==> src/rtl/fpaan_pkg.sv <==
package fpaan_pkg;
  // Extra low positions kept below the significand: guard, round, sticky.
  localparam int GRS_BITS = 3;

  typedef enum logic [1:0] {
    ST_IDLE = 2'd0,
    ST_NORM = 2'd1,
    ST_DONE = 2'd2
  } fpaan_state_e;
endpackage

==> src/rtl/fpaan_sticky_shr.sv <==
// Right shift in which every bit pushed out is ORed into bit 0.
module fpaan_sticky_shr #(
  parameter int W    = 27,
  parameter int SH_W = $clog2(W + 1)
) (
  input  logic [W-1:0]    din,
  input  logic [SH_W-1:0] amt,   // 0..W; W leaves only the sticky bit
  output logic [W-1:0]    dout
);
  logic [2*W-1:0] wide;

  always_comb begin
    wide = {din, {W{1'b0}}} >> amt;
    dout = {wide[2*W-1:W+1], wide[W] | (|wide[W-1:0])};
  end
endmodule

==> src/rtl/fpaan_align.sv <==
// Widens both significands and aligns the one with the smaller exponent.
module fpaan_align #(
  parameter int MANT_W = 24,
  parameter int EXP_W  = 10,
  localparam int W     = MANT_W + fpaan_pkg::GRS_BITS,
  localparam int SH_W  = $clog2(W + 1)
) (
  input  logic [EXP_W-1:0]  a_exp,
  input  logic [MANT_W-1:0] a_mant,
  input  logic [EXP_W-1:0]  b_exp,
  input  logic [MANT_W-1:0] b_mant,
  output logic [W-1:0]      a_al,
  output logic [W-1:0]      b_al,
  output logic [EXP_W-1:0]  big_exp
);
  logic [EXP_W:0]  gap;      // a_exp - b_exp, one bit wider
  logic [EXP_W:0]  gap_neg;
  logic            b_bigger;
  logic [SH_W-1:0] amt_a, amt_b;

  always_comb begin
    gap      = {a_exp[EXP_W-1], a_exp} - {b_exp[EXP_W-1], b_exp};
    gap_neg  = -gap;
    b_bigger = gap[EXP_W];
    big_exp  = b_bigger ? b_exp : a_exp;
    amt_a    = '0;
    amt_b    = '0;
    if (b_bigger) begin
      amt_a = (gap_neg > (EXP_W+1)'(W)) ? SH_W'(W) : SH_W'(gap_neg);
    end else begin
      amt_b = (gap > (EXP_W+1)'(W)) ? SH_W'(W) : SH_W'(gap);
    end
  end

  fpaan_sticky_shr #(.W(W)) u_shr_a (
    .din  ({a_mant, {fpaan_pkg::GRS_BITS{1'b0}}}),
    .amt  (amt_a),
    .dout (a_al)
  );

  fpaan_sticky_shr #(.W(W)) u_shr_b (
    .din  ({b_mant, {fpaan_pkg::GRS_BITS{1'b0}}}),
    .amt  (amt_b),
    .dout (b_al)
  );
endmodule

==> src/rtl/fpaan_addsub.sv <==
// Magnitude add or subtract of aligned operands, with carry fix-up.
module fpaan_addsub #(
  parameter int W     = 27,
  parameter int EXP_W = 10
) (
  input  logic             a_sign,
  input  logic             b_sign,
  input  logic [W-1:0]     a_al,
  input  logic [W-1:0]     b_al,
  input  logic [EXP_W-1:0] exp_in,
  input  logic             round_down,
  output logic             r_sign,
  output logic [EXP_W-1:0] r_exp,
  output logic [W-1:0]     r_mant,
  output logic             r_zero
);
  logic [W:0]   sum;
  logic [W-1:0] diff;
  logic         a_ge_b;

  always_comb begin
    sum    = {1'b0, a_al} + {1'b0, b_al};
    a_ge_b = (a_al >= b_al);
    diff   = a_ge_b ? (a_al - b_al) : (b_al - a_al);
    r_zero = 1'b0;
    if (a_sign == b_sign) begin
      r_sign = a_sign;
      if (sum[W]) begin
        r_mant = {sum[W:2], sum[1] | sum[0]};
        r_exp  = exp_in + EXP_W'(1);
      end else begin
        r_mant = sum[W-1:0];
        r_exp  = exp_in;
      end
    end else if (diff == '0) begin
      r_sign = round_down;
      r_mant = '0;
      r_exp  = '0;
      r_zero = 1'b1;
    end else begin
      r_sign = a_ge_b ? a_sign : b_sign;
      r_mant = diff;
      r_exp  = exp_in;
    end
  end
endmodule

==> src/rtl/fpaan_norm_step.sv <==
// One normalization step: a single left shift, or a full count-and-shift.
module fpaan_norm_step #(
  parameter int W         = 27,
  parameter int EXP_W     = 10,
  parameter bit FAST_NORM = 1'b0,
  localparam int SH_W     = $clog2(W + 1)
) (
  input  logic [W-1:0]     mant_in,
  input  logic [EXP_W-1:0] exp_in,
  output logic [W-1:0]     mant_out,
  output logic [EXP_W-1:0] exp_out
);
  generate
    if (FAST_NORM) begin : g_fast
      logic [SH_W-1:0] lz;
      always_comb begin
        lz = SH_W'(W);
        for (int i = 0; i < W; i++) begin
          if (mant_in[i]) lz = SH_W'(W - 1 - i);
        end
        mant_out = mant_in << lz;
        exp_out  = exp_in - EXP_W'(lz);
      end
    end else begin : g_serial
      always_comb begin
        mant_out = {mant_in[W-2:0], 1'b0};
        exp_out  = exp_in - EXP_W'(1);
      end
    end
  endgenerate
endmodule

==> src/rtl/fp_align_add_norm.sv <==
module fp_align_add_norm #(
  parameter int MANT_W    = 24,
  parameter int EXP_W     = 10,
  parameter bit FAST_NORM = 1'b0
) (
  input  logic                                  clk,
  input  logic                                  rst_n,
  input  logic                                  in_valid,
  output logic                                  in_ready,
  input  logic                                  a_sign,
  input  logic [EXP_W-1:0]                      a_exp,
  input  logic [MANT_W-1:0]                     a_mant,
  input  logic                                  b_sign,
  input  logic [EXP_W-1:0]                      b_exp,
  input  logic [MANT_W-1:0]                     b_mant,
  input  logic                                  round_down,
  output logic                                  out_valid,
  input  logic                                  out_ready,
  output logic                                  out_sign,
  output logic [EXP_W-1:0]                      out_exp,
  output logic [MANT_W+fpaan_pkg::GRS_BITS-1:0] out_mant,
  output logic                                  out_zero
);
  import fpaan_pkg::*;
  localparam int W = MANT_W + GRS_BITS;

  fpaan_state_e     state;
  logic             w_sign, w_zero;
  logic [EXP_W-1:0] w_exp;
  logic [W-1:0]     w_mant;

  logic [W-1:0]     a_al, b_al, r_mant, n_mant;
  logic [EXP_W-1:0] big_exp, r_exp, n_exp;
  logic             r_sign, r_zero;

  fpaan_align #(.MANT_W(MANT_W), .EXP_W(EXP_W)) u_align (
    .a_exp   (a_exp),
    .a_mant  (a_mant),
    .b_exp   (b_exp),
    .b_mant  (b_mant),
    .a_al    (a_al),
    .b_al    (b_al),
    .big_exp (big_exp)
  );

  fpaan_addsub #(.W(W), .EXP_W(EXP_W)) u_addsub (
    .a_sign     (a_sign),
    .b_sign     (b_sign),
    .a_al       (a_al),
    .b_al       (b_al),
    .exp_in     (big_exp),
    .round_down (round_down),
    .r_sign     (r_sign),
    .r_exp      (r_exp),
    .r_mant     (r_mant),
    .r_zero     (r_zero)
  );

  fpaan_norm_step #(.W(W), .EXP_W(EXP_W), .FAST_NORM(FAST_NORM)) u_norm (
    .mant_in  (w_mant),
    .exp_in   (w_exp),
    .mant_out (n_mant),
    .exp_out  (n_exp)
  );

  assign in_ready  = (state == ST_IDLE);
  assign out_valid = (state == ST_DONE);
  assign out_sign  = w_sign;
  assign out_exp   = w_exp;
  assign out_mant  = w_mant;
  assign out_zero  = w_zero;

  always_ff @(posedge clk or negedge rst_n) begin
    if (!rst_n) begin
      state  <= ST_IDLE;
      w_sign <= 1'b0;
      w_zero <= 1'b0;
      w_exp  <= '0;
      w_mant <= '0;
    end else begin
      unique case (state)
        ST_IDLE: if (in_valid) begin
          w_sign <= r_sign;
          w_zero <= r_zero;
          w_exp  <= r_exp;
          w_mant <= r_mant;
          state  <= (r_zero || r_mant[W-1]) ? ST_DONE : ST_NORM;
        end
        ST_NORM: begin
          w_mant <= n_mant;
          w_exp  <= n_exp;
          if (n_mant[W-1]) state <= ST_DONE;
        end
        ST_DONE: if (out_ready) state <= ST_IDLE;
        default: state <= ST_IDLE;
      endcase
    end
  end
endmodule

==> config.mk <==
export PLATFORM = sky130hd
export DESIGN_NAME = fp_align_add_norm
export DESIGN_NICKNAME = d
export VERILOG_FILES = /design/src/rtl/fpaan_pkg.sv /design/src/rtl/fpaan_sticky_shr.sv /design/src/rtl/fpaan_align.sv /design/src/rtl/fpaan_addsub.sv /design/src/rtl/fpaan_norm_step.sv /design/src/rtl/fp_align_add_norm.sv
export SDC_FILE = /design/constraint.sdc
export NUM_CORES = 1
export LEC_CHECK = 0
export BUFFER_PORTS_ARGS = -buffer_cell sky130_fd_sc_hd__buf_2
export CORE_MARGIN = 3
export CORE_UTILIZATION = 30
export CTS_BUF_LIST = sky130_fd_sc_hd__clkbuf_8
export CTS_CLUSTER_SIZE = 28
export DETAILED_ROUTE_END_ITERATION = 8
export PLACE_DENSITY_LB_ADDON = 0.1
export SETUP_SLACK_MARGIN = 0.2
export SYNTH_ARGS = -nofsm -noshare
export SYNTH_HDL_FRONTEND = slang
export SYNTH_SLANG_ARGS = --single-unit
==> constraint.sdc <==
create_clock -name clk -period 2 [get_ports clk]
set_input_delay 0.2 -clock clk [delete_from_list [all_inputs] [get_ports clk]]
set_output_delay 0.2 -clock clk [all_outputs]
set_load 0.05 [all_outputs]
==> impl_metrics.csv, run 1 <==
group,metric,value,unit
yosys,ys_types,95,
clock_network,h-tree-depth,2,
place,place_area,18900,um^2
cells_and_area,regArea,1030,um^2
critical_path,cp-startpoint,"b_exp[6]",
cells_and_area,finalInstanceArea,21100,um^2
route,dr.pass1.iters,6,
sta,hold_slack,275,ps
sta,layout_min_cycle_time,7660,ps
yosys,yosysTopAreaCell,"ha_1",
yosys,syn_area,12000,um^2
cells_and_area,diodes,0,
sta,finalCritPeriodShare,383,%
floorplan,core_area,39100,um^2
yosys,synthTopCellsByArea,"ha_1 9.9%, dfrtp_1 8.6%, mux2i_1 7.2%",
place,place.gp.congestion,0.995,
yosys,synth_nets,1963,
yosys,synth_flop_cell,"dfrtp_1",
route,via_per_inst,5.47,
outcome,violations,"negative setup slack",
critical_path,path_common_cell,"buf_6",
cells_and_area,fin_nets,2807,
floorplan,pin_count,116,
critical_path,cp_top_family,"compound AO/OA/AOI/OAI gates",
hold_path,hp-class,"in -> reg",
clock_network,insertion_delay,300,ps
route,drc,0,
cells_and_area,n_fill_cell,3891,
critical_path,crit_buf_inv,10,
global_route,grt.total_usage,27.8,%
route,drt-initial-drc-count,1381,
sta,setup_ws,-5660,ps
critical_path,crit_arrival,7840,ps
yosys,synth_edf_count,0,
clock_network,root_buffer,"clkbuf_8",
power_and_ir_drop,p_leak,9.98,nW
yosys,synth_top_area_share,9.92,%
yosys,yosysWarnings,0,
critical_path,max_stage_delay,500,ps
global_route,grt_pass1_vias,16500,
floorplan,initial_core_util,30.7,%
global_route,grt_max_degree,33,
route,drt_wl_total,61900,um
clock_network,cts_tree,"done",
critical_path,cp_max_fo,6,
critical_path,start_kind,"input pin",
critical_path,worstSetupEndpointType,"flip-flop",
yosys,ys_seq_area_share,8.56,%
route,vias,17200,
place,portBuffers,115,
global_route,overflow,0,
critical_path,slowest_stage,"a211oi_1",
critical_path,timing.rr.start,"out_exp[0]",
floorplan,rows,72,
clock_network,clkTransAtPathRegs,80,ps
flow_run,cap_violations,0,
clock_network,numCtsBuffers,5,
yosys,async_flop_share,100,%
cells_and_area,area_growth,75.7,%
floorplan,die_h,206,um
yosys,synth_seq_cells,41,
cells_and_area,multi_input_area,11700,um^2
sta,rsz0062_at_grt,"yes",
sta,finalSetupViolCount,41,
sta,clock_skew,11.1,ps
power_and_ir_drop,powerDensity,1250,nW/um^2
global_route,grt_pass1_wl,94100,um
global_route,antenna_found_initial,1,
hold_path,min-delay-start,"out_ready",
cells_and_area,post_route_cells_drive_above_1_share,47.4,%
yosys,postSynthCellCount,1789,
critical_path,worst-endpoint-required,2180,ps
critical_path,crit_type,"in -> reg",
power_and_ir_drop,ir_drop,678,uV
route,wl_per_cell,19.7,um
yosys,postSynthAreaPerCell,6.70,um^2
floorplan,die_w,206,um
clock_network,cts_sinks,41,
route,antenna_left,0,
floorplan,dieArea,42400,um^2
outcome,status,"finished with violations",
sta,worstMarginPinSlew,679,ps
place,dp_hpwl,50800,um
sta,fmax,131,MHz
sta,relSlewSlack,54.2,%
clock_network,clk_path_buf_depth,2,
sta,finalHoldViolCount,0,
sta,final_max_slew_viol_count,0,
-- cell usage in the layout, fill, tap and decap left out, types with 14 or more instances in the layout --
master,count
o21bai_1,21
o21ai_0,71
ha_1,87
nand4_1,17
nand2b_1,22
nor3_1,53
o21ai_1,24
nand2_1,157
a21oi_1,136
mux2_2,14
o21a_1,14
buf_4,792
a21oi_2,33
a31oi_1,31
mux2i_1,61
nor2b_1,14
mux2i_2,19
or3_1,24
nand3_1,41
buf_2,114
buf_6,29
nor2_1,173
xnor2_1,32
or2_2,18
a21o_1,28
dfrtp_1,41
o211ai_1,23
a211oi_1,21
o22ai_1,37
inv_1,100
-- registers in the layout, summed over array words and instances, names as in the netlist --
| register | cells |
|---|---|
| state | 2 |
| out_mant | 27 |
| out_zero | 1 |
| out_sign | 1 |
| out_exp | 10 |
-- timing repair --
| action | CTS | global route |
|---|---|---|
| cloned | 2 | 2 |
| hold endpoints to repair | 22 | 0 |
| endpoints found under the setup margin | 41 | 41 |
| setup buffers | 34 | 22 |
| pin swaps | 89 | 57 |
| hold buffers | 1 | 0 |
| gates resized for setup | 179 | 138 |
-- cells in the mapped netlist (all sizes together), types with 20 or more instances --
| cell | n |
|---|---|
| nor4 | 23 |
| a21oi | 172 |
| dfrtp | 41 |
| or3 | 27 |
| nand2b | 23 |
| o21bai | 24 |
| nand2 | 160 |
| o22ai | 45 |
| nand3 | 46 |
| buf | 31 |
| nor3 | 65 |
| nor2b | 21 |
| xnor2 | 46 |
| ha | 95 |
| a211oi | 36 |
| clkbuf | 83 |
| a31oi | 36 |
| o211ai | 23 |
| a21o | 28 |
| inv | 103 |
| nor2 | 186 |
| mux2i | 86 |
| o21ai | 103 |
| or2 | 20 |
-- layout make-up --
class	count	share of cell area, %
clock buffer	6	0.392
clock inverter	1	0.0357
multi-input combinational	1529	55.6
sequential	41	4.87
inverter	105	1.99
timing repair buffer	951	34.0
tap	518	3.08
-- logic make-up (layout without fill, tap and decap cells) --
kind of cell / Yosys count / after routing / share of synthesized area, %
flops: 41 / 41 / 8.56
simple gates: 648 / 648 / 26.4
buf+inv: 219 / 1063 / 7.19
fa+ha+maj: 99 / 99 / 10.6
xor+xnor: 58 / 58 / 4.24
compound gates: 623 / 623 / 34.5
mux: 101 / 101 / 8.59
-- report_power, final --
| part | total, mW | switching, mW | internal, mW |
|---|---|---|---|
| combinational | 24.0 | 12.9 | 11.1 |
| sequential | 1.68 | 0.407 | 1.27 |
| clock | 0.568 | 0.295 | 0.273 |
-- final timing paths --
| kind | end | slack, ps | cells after the start |
|---|---|---|---|
| worst max register to register | out_exp[9] | -240 | 7 |
| worst min register to register | out_mant[20] | 520 | 2 |
| min in group asynchronous | out_exp[7] | 430 | 2 |
| max in group asynchronous | out_mant[13] | 980 | 3 |
| worst max-delay path | out_exp[4] | -5660 | 38 |
| worst min-delay path | state[1] | 270 | 4 |
-- worst register-to-register path, stage by stage (launching register included) --
cell,delay [ps]
dfrtp_1,380
or3_1,390
or3_1,330
or3_1,340
nor3_1,230
o21ai_0,120
a22oi_1,240
nand3_1,90
-- metrics by stage --
| step | setup WS [ps] | setup TNS (ps) | power [mW] | std cells | util [%] |
|---|---|---|---|---|---|
| 4_1_cts | -5690 | -211250 | 24.4 | 3127 | 51.5 |
| 2_1_floorplan | -5340 | -197550 | 12.2 | 1789 | - |
| 5_1_grt | -5930 | -224280 | 27.8 | 3151 | 53.8 |
| 6_report | -5660 | -213370 | 26.3 | 3151 | 53.8 |
| 3_3_place_gp | -6430 | -246250 | 22.3 | 3083 | 48.4 |
| 3_5_place_dp | -6500 | -246030 | 22.4 | 3083 | 48.4 |
-- layer usage --
layer	global-route usage (%)	part of all wire, %	up-vias
li1	-	-	8299
met1	39.6	47	8297
met2	47.3	46	567
met3	1.45	5.0	77
met4	4.24	1.7	2
met5	0	0.013	-
Note: power is estimated with default switching activity, not from simulation.
==> inputs of run 2 (changes only) <==
--- a/config.mk
+++ b/config.mk
@@ -8,10 +8,11 @@
 export BUFFER_PORTS_ARGS = -buffer_cell sky130_fd_sc_hd__buf_2
 export CORE_MARGIN = 3
 export CORE_UTILIZATION = 30
-export CTS_BUF_LIST = sky130_fd_sc_hd__clkbuf_8
+export CTS_BUF_LIST = sky130_fd_sc_hd__clkbuf_2
 export CTS_CLUSTER_SIZE = 28
 export DETAILED_ROUTE_END_ITERATION = 8
-export PLACE_DENSITY_LB_ADDON = 0.1
+export GPL_ROUTABILITY_DRIVEN = 0
+export PLACE_DENSITY = 0.54
 export SETUP_SLACK_MARGIN = 0.2
 export SYNTH_ARGS = -nofsm -noshare
 export SYNTH_HDL_FRONTEND = slang
==> impl_metrics.csv, run 2 (synthesis results as in run 1) <==
group,metric,value,unit
route,dr.pass1.iters,6,
route,vias,17300,
floorplan,die_w,206,um
clock_network,h-tree-depth,2,
critical_path,timing.rr.start,"out_exp[0]",
global_route,grt.total_usage,25.3,%
power_and_ir_drop,powerDensity,1250,nW/um^2
critical_path,worstSetupEndpointType,"flip-flop",
cells_and_area,regArea,1030,um^2
global_route,grt_pass1_wl,87300,um
sta,finalHoldViolCount,0,
hold_path,worstHoldEndpoint,"state[1]",
critical_path,cp_top_family,"compound AO/OA/AOI/OAI gates",
power_and_ir_drop,p_leak,9.69,nW
sta,fmax,134,MHz
place,portBuffers,115,
clock_network,insertion_delay,420,ps
sta,rsz0062_at_grt,"yes",
power_and_ir_drop,ir_drop,598,uV
global_route,busiest_layer,"met2",
clock_network,cts_tree,"done",
sta,final.setup.tns,-202320,ps
clock_network,clkTransAtPathRegs,200,ps
cells_and_area,n_fill_cell,3733,
sta,final_max_slew_viol_count,0,
clock_network,root_buffer,"clkbuf_2",
cells_and_area,area_growth,72.7,%
route,via_per_inst,5.60,
cells_and_area,instances_no_fill,3091,
global_route,met1_usage,34.4,%
sta,clock_skew,20.2,ps
cells_and_area,final_common_cell,"buf_4",
floorplan,die_h,206,um
cells_and_area,largest_reg_flops,27,
hold_path,min-delay-start,"out_ready",
critical_path,slowest_stage,"or4b_4",
hold_path,whs_path_depth,4,
cells_and_area,final_cell_mix,"726 x buf_4, 171 x nor2_1, 156 x nand2_1",
route,antenna_left,0,
sta,setup_ws,-5490,ps
critical_path,r2r_setup_slack,-270,ps
critical_path,worst-endpoint-required,2350,ps
global_route,antenna_found_initial,2,
cells_and_area,post_route_cells_drive_above_1_share,46.3,%
floorplan,dieArea,42400,um^2
floorplan,pin_count,116,
critical_path,timing.reg2reg.worst_path_depth,7,
route,drt_wl_total,58400,um
sta,finalCritPeriodShare,374,%
sta,relSlewSlack,62.7,%
global_route,use_met2,43.1,%
clock_network,cts_sinks,41,
critical_path,crit_type,"in -> reg",
sta,worstMarginPinSlew,559,ps
outcome,status,"finished with violations",
global_route,grt_max_degree,33,
critical_path,start_kind,"input pin",
critical_path,crit_buf_inv,9,
outcome,violations,"negative setup slack",
global_route,grt_pass1_vias,16400,
critical_path,cp_max_fo,7,
floorplan,rows,72,
critical_path,crit_arrival,7830,ps
route,drt-initial-drc-count,1662,
place,placed_cells,3023,
sta,finalSetupViolCount,41,
route,wl_per_cell,18.9,um
flow_run,cap_violations,0,
power_and_ir_drop,design_power_total,25.8,mW
hold_path,hp-class,"in -> reg",
critical_path,cp_num_cells,38,
clock_network,clk_path_buf_depth,2,
floorplan,initial_core_util,30.7,%
place,place_area,18500,um^2
global_route,met3_usage,1.67,%
floorplan,core_area,39100,um^2
route,drc,0,
cells_and_area,fin_nets,2745,
sta,layout_min_cycle_time,7490,ps
cells_and_area,finish.utilization,52.9,%
cells_and_area,finalInstanceArea,20700,um^2
clock_network,numCtsBuffers,5,
cells_and_area,multi_input_area,11800,um^2
critical_path,path_common_cell,"buf_4",
global_route,overflow,0,
place,dp_hpwl,46800,um
critical_path,r2r_end,"out_exp[9]",
critical_path,max_stage_delay,560,ps
-- run 2: layout make-up --
| type | instances | area share (%) |
|---|---|---|
| Inverter | 105 | 2.04 |
| Antenna cell | 1 | 0.0121 |
| Timing Repair Buffer | 889 | 32.6 |
| Multi-Input combinational cell | 1529 | 57.0 |
| Sequential cell | 41 | 4.96 |
| Clock inverter | 3 | 0.200 |
| Tap cell | 518 | 3.13 |
| Clock buffer | 5 | 0.121 |
-- run 2: timing repair --
item / in CTS / in global routing
setup endpoints to repair: 42 / 42
pin swaps: 44 / 93
endpoints found under the hold margin: 19 / 0
resized for setup: 87 / 239
buffers inserted: 16 / 40
cloned: 0 / 2
hold buffers: 1 / 0
-- run 2: how the worst max path moves through the flow --
stage / start / end / slack (ps)
3_5_place_dp: a_exp[0] / out_exp[9] / -6430
3_3_place_gp: a_exp[0] / out_exp[9] / -6260
5_1_grt: a_exp[0] / out_exp[9] / -5730
4_1_cts: a_exp[0] / out_exp[9] / -5390
6_report: a_exp[0] / out_sign / -5490
2_1_floorplan: a_exp[0] / out_exp[9] / -5340
-- run 2: tightest hold or removal path, cell delays in order --
cell and delay, ps:
buf_2 70, nor2_1 30, a21oi_1 150, o31ai_1 80
-- run 2: per-stage QoR --
stage                     hold WS, ps  worst slack (ps)
after global placement            182             -6260
final                             138             -5490
after global routing              116             -5730
after floorplan                 -95.6             -5340
after detailed placement          187             -6430
after CTS                        91.6             -5390
-- run 2: layer usage --
layer	wire length (um)	share of wire [%]
met1	25200	43
met2	27300	47
met3	4000	6.9
met4	1980	3.4
met5	0	0
-- run 2: power breakdown --
part	internal, mW	switching, mW	total (mW)
clock network	0.207	0.288	0.495
registers	1.26	0.392	1.66
logic	11.0	12.6	23.7
